**src/rtl/hpt_pkg.sv**
```systemverilog
package hpt_pkg;
  localparam int VALID_BIT = 0;
  localparam int SEC_BIT   = 1;
  localparam int LARGE_BIT = 2;
  localparam int AVPN_POS  = 7;
  localparam int SSZ_POS   = 62;
  localparam int SSZ_W     = 2;

  typedef enum logic {
    S_IDLE = 1'b0,
    S_SCAN = 1'b1
  } scan_state_e;
endpackage

```
**src/rtl/hpt_mask_table.sv**
```systemverilog
module hpt_mask_table #(
  parameter int DW        = 64,
  parameter int NUM_PSIZE = 4,
  localparam int PSW      = $clog2(NUM_PSIZE)
) (
  input  logic           clk_i,
  input  logic           rst_ni,
  input  logic           we_i,
  input  logic [PSW-1:0] widx_i,
  input  logic [DW-1:0]  wdata_i,
  input  logic [PSW-1:0] ridx_i,
  output logic [DW-1:0]  rdata_o
);
  logic [DW-1:0] mask_q [NUM_PSIZE];

  for (genvar g = 0; g < NUM_PSIZE; g++) begin : g_ent
    always_ff @(posedge clk_i or negedge rst_ni) begin
      if (!rst_ni)                               mask_q[g] <= '0;
      else if (we_i && widx_i == PSW'(g))        mask_q[g] <= wdata_i;
    end
  end

  assign rdata_o = mask_q[ridx_i];

  p_write_lands_r11: assert property (@(posedge clk_i) disable iff (!rst_ni)
    we_i |=> mask_q[$past(widx_i)] == $past(wdata_i));
endmodule

```
**src/rtl/hpt_key_build.sv**
```systemverilog
module hpt_key_build
  import hpt_pkg::*;
#(
  parameter int DW         = 64,
  parameter int PSW        = 2,
  parameter int AVPN_SHIFT = 11
) (
  input  logic             clk_i,
  input  logic             rst_ni,
  input  logic             load_i,
  input  logic             busy_i,
  input  logic [DW-1:0]    vpn_i,
  input  logic [DW-1:0]    mask_i,
  input  logic [PSW-1:0]   act_psize_i,
  input  logic [SSZ_W-1:0] ssize_i,
  input  logic             sec_i,
  output logic [DW-1:0]    key_o,
  output logic             sec_o
);
  logic [DW-1:0] avpn_w;
  logic [DW-1:0] key_d;
  logic [DW-1:0] key_q;
  logic          sec_q;

  always_comb begin
    avpn_w = (vpn_i >> AVPN_SHIFT) & ~mask_i;
    key_d  = (avpn_w << AVPN_POS) | ({{(DW-SSZ_W){1'b0}}, ssize_i} << SSZ_POS);
    key_d[LARGE_BIT] = (act_psize_i != '0);
  end

  always_ff @(posedge clk_i or negedge rst_ni) begin
    if (!rst_ni) begin
      key_q <= '0;
      sec_q <= 1'b0;
    end else if (load_i) begin
      key_q <= key_d;
      sec_q <= sec_i;
    end
  end

  assign key_o = key_q;
  assign sec_o = sec_q;

  p_key_hold_r10: assert property (@(posedge clk_i) disable iff (!rst_ni)
    busy_i |=> $stable(key_q) && $stable(sec_q));
  p_flags_clear_r2: assert property (@(posedge clk_i) disable iff (!rst_ni)
    key_q[AVPN_POS-1:LARGE_BIT+1] == '0 && key_q[SEC_BIT:VALID_BIT] == '0);
endmodule

```
**src/rtl/hpt_group_scan.sv**
```systemverilog
module hpt_group_scan
  import hpt_pkg::*;
#(
  parameter int DW    = 64,
  parameter int SLOTS = 8,
  localparam int SLOT_W = $clog2(SLOTS),
  localparam int CNT_W  = SLOT_W + 1
) (
  input  logic              clk_i,
  input  logic              rst_ni,
  input  logic              start_i,
  input  logic [DW-1:0]     key_i,
  input  logic              sec_i,
  output logic              load_o,
  output logic              rd_en_o,
  output logic [SLOT_W-1:0] rd_slot_o,
  input  logic [DW-1:0]     rd_v_i,
  input  logic [DW-1:0]     rd_r_i,
  output logic              busy_o,
  output logic              done_o,
  output logic              hit_o,
  output logic [SLOT_W-1:0] slot_o,
  output logic [DW-1:0]     r_o
);
  localparam logic [DW-1:0] CMP_MASK = {{(DW-AVPN_POS){1'b1}}, {AVPN_POS{1'b0}}};

  scan_state_e       state_q;
  logic [CNT_W-1:0]  issue_q;
  logic              cmp_valid_q;
  logic [SLOT_W-1:0] cmp_slot_q;
  logic              done_q, hit_q;
  logic [SLOT_W-1:0] slot_q;
  logic [DW-1:0]     r_q;
  logic              match_w, last_w, finish_w;

  assign load_o    = start_i && (state_q == S_IDLE);
  assign rd_en_o   = (state_q == S_SCAN) && (issue_q < CNT_W'(SLOTS));
  assign rd_slot_o = issue_q[SLOT_W-1:0];

  // Tag bits 63:7, then the valid and secondary gates
  assign match_w  = cmp_valid_q && (((rd_v_i ^ key_i) & CMP_MASK) == '0)
                    && rd_v_i[VALID_BIT] && (rd_v_i[SEC_BIT] == sec_i);
  assign last_w   = cmp_valid_q && (cmp_slot_q == SLOT_W'(SLOTS-1));
  assign finish_w = match_w || last_w;

  always_ff @(posedge clk_i or negedge rst_ni) begin
    if (!rst_ni) begin
      state_q     <= S_IDLE;
      issue_q     <= '0;
      cmp_valid_q <= 1'b0;
      cmp_slot_q  <= '0;
      done_q      <= 1'b0;
      hit_q       <= 1'b0;
      slot_q      <= '0;
      r_q         <= '0;
    end else if (load_o) begin
      state_q     <= S_SCAN;
      issue_q     <= '0;
      cmp_valid_q <= 1'b0;
      done_q      <= 1'b0;
    end else begin
      done_q <= 1'b0;
      if (state_q == S_SCAN) begin
        if (rd_en_o) issue_q <= issue_q + 1'b1;
        cmp_valid_q <= rd_en_o && !finish_w;
        cmp_slot_q  <= rd_slot_o;
        if (finish_w) begin
          state_q <= S_IDLE;
          done_q  <= 1'b1;
          hit_q   <= match_w;
          slot_q  <= cmp_slot_q;
          r_q     <= match_w ? rd_r_i : '0;
        end
      end
    end
  end

  assign busy_o = (state_q == S_SCAN);
  assign done_o = done_q;
  assign hit_o  = hit_q;
  assign slot_o = slot_q;
  assign r_o    = r_q;

  p_rd_in_busy_r8: assert property (@(posedge clk_i) disable iff (!rst_ni)
    rd_en_o |-> busy_o);
  p_slot_step_r7: assert property (@(posedge clk_i) disable iff (!rst_ni)
    rd_en_o && $past(rd_en_o) |-> rd_slot_o == $past(rd_slot_o) + 1'b1);
  p_done_pulse_r8: assert property (@(posedge clk_i) disable iff (!rst_ni)
    done_o |=> !done_o);
  p_result_hold_r12: assert property (@(posedge clk_i) disable iff (!rst_ni)
    !busy_o && !start_i |=> $stable(hit_o) && $stable(slot_o) && $stable(r_o));
endmodule

```
**src/rtl/hpt_group_search.sv**
```systemverilog
module hpt_group_search #(
  parameter int DW         = 64,
  parameter int SLOTS      = 8,
  parameter int NUM_PSIZE  = 4,
  parameter int AVPN_SHIFT = 11,
  localparam int PSW    = $clog2(NUM_PSIZE),
  localparam int SLOT_W = $clog2(SLOTS)
) (
  input  logic              clk_i,
  input  logic              rst_ni,
  input  logic              start_i,
  input  logic [DW-1:0]     vpn_i,
  input  logic [PSW-1:0]    base_psize_i,
  input  logic [PSW-1:0]    act_psize_i,
  input  logic [1:0]        ssize_i,
  input  logic              secondary_i,
  input  logic              cfg_we_i,
  input  logic [PSW-1:0]    cfg_idx_i,
  input  logic [DW-1:0]     cfg_mask_i,
  output logic              rd_en_o,
  output logic [SLOT_W-1:0] rd_slot_o,
  input  logic [DW-1:0]     rd_v_i,
  input  logic [DW-1:0]     rd_r_i,
  output logic              busy_o,
  output logic              done_o,
  output logic              hit_o,
  output logic [SLOT_W-1:0] slot_o,
  output logic [DW-1:0]     r_o,
  output logic [DW-1:0]     exp_v_o
);
  logic [DW-1:0] mask_w;
  logic [DW-1:0] key_w;
  logic          sec_w;
  logic          load_w;

  hpt_mask_table #(.DW(DW), .NUM_PSIZE(NUM_PSIZE)) u_mask (
    .clk_i   (clk_i),
    .rst_ni  (rst_ni),
    .we_i    (cfg_we_i),
    .widx_i  (cfg_idx_i),
    .wdata_i (cfg_mask_i),
    .ridx_i  (base_psize_i),
    .rdata_o (mask_w)
  );

  hpt_key_build #(.DW(DW), .PSW(PSW), .AVPN_SHIFT(AVPN_SHIFT)) u_key (
    .clk_i       (clk_i),
    .rst_ni      (rst_ni),
    .load_i      (load_w),
    .busy_i      (busy_o),
    .vpn_i       (vpn_i),
    .mask_i      (mask_w),
    .act_psize_i (act_psize_i),
    .ssize_i     (ssize_i),
    .sec_i       (secondary_i),
    .key_o       (key_w),
    .sec_o       (sec_w)
  );

  hpt_group_scan #(.DW(DW), .SLOTS(SLOTS)) u_scan (
    .clk_i     (clk_i),
    .rst_ni    (rst_ni),
    .start_i   (start_i),
    .key_i     (key_w),
    .sec_i     (sec_w),
    .load_o    (load_w),
    .rd_en_o   (rd_en_o),
    .rd_slot_o (rd_slot_o),
    .rd_v_i    (rd_v_i),
    .rd_r_i    (rd_r_i),
    .busy_o    (busy_o),
    .done_o    (done_o),
    .hit_o     (hit_o),
    .slot_o    (slot_o),
    .r_o       (r_o)
  );

  assign exp_v_o = key_w;

  p_slot_trace_r9: assert property (@(posedge clk_i) disable iff (!rst_ni)
    done_o |-> $past(rd_en_o, 2) &&
               ((hit_o ? slot_o : SLOT_W'(SLOTS-1)) == $past(rd_slot_o, 2)));
  p_start_loads_r2: assert property (@(posedge clk_i) disable iff (!rst_ni)
    start_i && !busy_o |=> busy_o);
endmodule

```
**config.mk**
```make
export PLATFORM = sky130hd
export DESIGN_NAME = hpt_group_search
export DESIGN_NICKNAME = d
export VERILOG_FILES = /design/src/rtl/hpt_pkg.sv /design/src/rtl/hpt_mask_table.sv /design/src/rtl/hpt_key_build.sv /design/src/rtl/hpt_group_scan.sv /design/src/rtl/hpt_group_search.sv
export SDC_FILE = /design/constraint.sdc
export NUM_CORES = 1
export LEC_CHECK = 0
export CORE_ASPECT_RATIO = 2
export CORE_MARGIN = 2
export CORE_UTILIZATION = 40
export CTS_BUF_LIST = sky130_fd_sc_hd__clkbuf_8
export DETAILED_ROUTE_END_ITERATION = 16
export HOLD_SLACK_MARGIN = 0.15
export PLACE_DENSITY = 0.75
export SYNTH_ARGS = -nofsm -noshare
export SYNTH_HDL_FRONTEND = slang
export SYNTH_HIERARCHICAL = 1
export SYNTH_SLANG_ARGS = --single-unit
```
**constraint.sdc**
```tcl
create_clock -name clk_i -period 4.68 [get_ports clk_i]
set_input_delay 0.702 -clock clk_i [delete_from_list [all_inputs] [get_ports clk_i]]
set_output_delay 0.702 -clock clk_i [all_outputs]
set_load 0.02 [all_outputs]
```
==> results_dict.tcl <==
set metrics [dict create \
    fp.dieW_um 142 \
    cp.arrival_ns 3.78 \
    clock_skew_ns 0.0227 \
    rrSetupSlack_ns 1.48 \
    gp_congestion 0.849 \
    setup_tns_ns 0 \
    syn_area_per_cell_um2 14.5 \
    crit_path_end_kind "register" \
    worstPathRequired_ns 5.15 \
    period_share_pct 70.8 \
    cts_root_buf "clkbuf_8" \
    max_slew_margin_pct 31.8 \
    finalCriticalPeriod_ns 3.32 \
    place_area_mm2 0.0193 \
    ctsLongestPathBuffers 3 \
    pwr-share-clk_pct 25.7 \
    grt_pass1_vias 11100 \
    drtIter0Drc 546 \
    drv_slew 0 \
    fin_nets 1701 \
    clock-sinks 347 \
    antenna_found_initial 6 \
    cts_tree "yes" \
    cts_resized 0 \
    syn_inst 1057 \
    io_buffers 371 \
    ir_worst_vdd_mv 0.289 \
    yosys_warnings 6 \
    dp_hpwl_mm 32.7 \
    start_kind "input port" \
    overflow 0 \
    h-tree-depth 2 \
    combPwrFrac_pct 28.2 \
    worstSkewPairLatency_ns 0.59 \
    p_sw_w 0.00294 \
    routed_via_density 5.32 \
    setup_viol_count_final 0 \
    maxCapViolations 0 \
    fmax_mhz 302 \
    cts_made_buffers 51 \
    grt_max_degree 127 \
    die_area_mm2 0.0400 \
    hold_path_class "register to register" \
    utilization_pct 53.4 \
    internal_power_w 0.00620 \
    design_area_mm2 0.0203 \
    grtUsageTotal_pct 22.3 \
    start_util_pct 40.4 \
    finalPower_w 0.00914 \
    area_growth_pct 32.1 \
    cp_max_fo 65 \
    outcome "finished, final reports clean" \
    postCtsSetupBuffers 0 \
    hold_violations 0 \
    core_area_mm2 0.0379 \
    drt-pass1-iter-count 6 \
    vias 10300 \
    power_density_mw_per_mm2 451 \
    drive_gt1_share_pct 20.9 \
    p_leak_nw 8.64 \
    drcViolationCount 0 \
    wl_mm 45.1 \
    worst_pin_slew_ns 1.02 \
    syn_area_mm2 0.0153 \
    die_h_um 281 \
    rsz0062_at_grt "no" \
    power_switching_share_pct 32.2 \
    cts.clk_slew.worst_paths_ns 0.06 \
    num_rows 101 \
    ant_nets 0 \
    grt_pass1_wl_mm 66.6 \
    p_seq_share_pct 46.1 \
    crit_type "input port to register" \
    ios 407 \
    wl_per_cell_um 23.3 \
]
==> critical path, stage by stage <==
cell	delay [ns]
clkdlybuf4s50_1	0.43
xor2_1	0.15
nor4_1	0.60
buf_4	0.24
nand4_1	0.16
nand4b_2	0.30
nor3_2	0.40
o21ai_4	0.06
buf_4	0.35
a22o_1	0.33
==> timing repair <==
action,CTS,global route
hold endpoints to repair,79,0
hold buffers,1,0
setup endpoints to repair,0,0
==> metal layers <==
| metal | GRT usage (%) | routed length [um] |
|---|---|---|
| met1 | 24.0 | 16200 |
| met5 | 0 | 0 |
| met4 | 11.6 | 2240 |
| met3 | 4.41 | 2870 |
| met2 | 40.7 | 23800 |
==> sequential cells by signal, indices dropped and copies added (netlist names) <==
name / count
u_scan/done_o: 1
u_scan/issue_q: 4
u_scan/busy_o: 1
u_scan/cmp_valid_q: 1
u_scan/slot_o: 3
u_key/key_o: 56
u_scan/cmp_slot_q: 3
u_scan/hit_o: 1
u_scan/r_o: 64
u_key/sec_o: 1
u_mask/mask_q: 212
==> cells in the final DEF (no fill, tap or decap), types with 5 or more instances in the layout <==
cell type	n
o21ai_1	8
a22o_1	70
mux2_2	161
xnor2_1	16
diode_2	6
buf_12	5
conb_1	8
o22ai_1	10
o21ai_0	45
xor2_1	24
mux4_2	53
nor2_1	9
nand2_1	5
clkdlybuf4s50_1	368
mux2_1	57
nand4_1	6
buf_4	12
clkbuf_8	60
inv_1	96
nand3b_1	54
nor4_1	7
dfrtp_1	347
==> path summary, 6_finish.rpt <==
check / from / endpoint / depth (start not counted)
setup / recovery: rd_v_i[21] / u_scan/r_o[21] / 10
hold / removal: u_mask/mask_q[217] / u_mask/mask_q[217] / 1
setup reg to reg: u_key/key_o[21] / u_scan/r_o[21] / 9
hold reg to reg: u_mask/mask_q[217] / u_mask/mask_q[217] / 1
max in group asynchronous: rst_ni / u_key/key_o[15] / 3
min in group asynchronous: rst_ni / u_mask/mask_q[232] / 2
==> area by class of cell <==
class / count / area, um^2
clock buffers: 60 / 826
well taps: 463 / 579
fillers: 3228 / 17700
flip-flops and latches: 347 / 8680
diodes: 6 / 15.0
inverters: 76 / 285
multi-input cells: 567 / 5830
repair buffers: 388 / 3900
clock inverters: 26 / 133
==> per-stage QoR <==
step           hold slack, ns  std cells  setup slack [ns]
2_1_floorplan           0.406       1064              2.31
3_3_place_gp            0.462       1840             0.751
3_5_place_dp            0.465       1840             0.690
4_1_cts                 0.487       1927              1.32
5_1_grt                 0.506       1933              1.25
6_report                0.483       1933              1.36
==> power by group through the flow <==
stage	clock network [W]	logic, W	registers [W]
3_3_place_gp	0	0.00254	0.00423
2_1_floorplan	0	0.00113	0.00433
6_report	0.00235	0.00257	0.00421
3_5_place_dp	0	0.00260	0.00428
4_1_cts	0.00243	0.00260	0.00422
5_1_grt	0.00257	0.00276	0.00429
(Power assumes the default switching activity.)
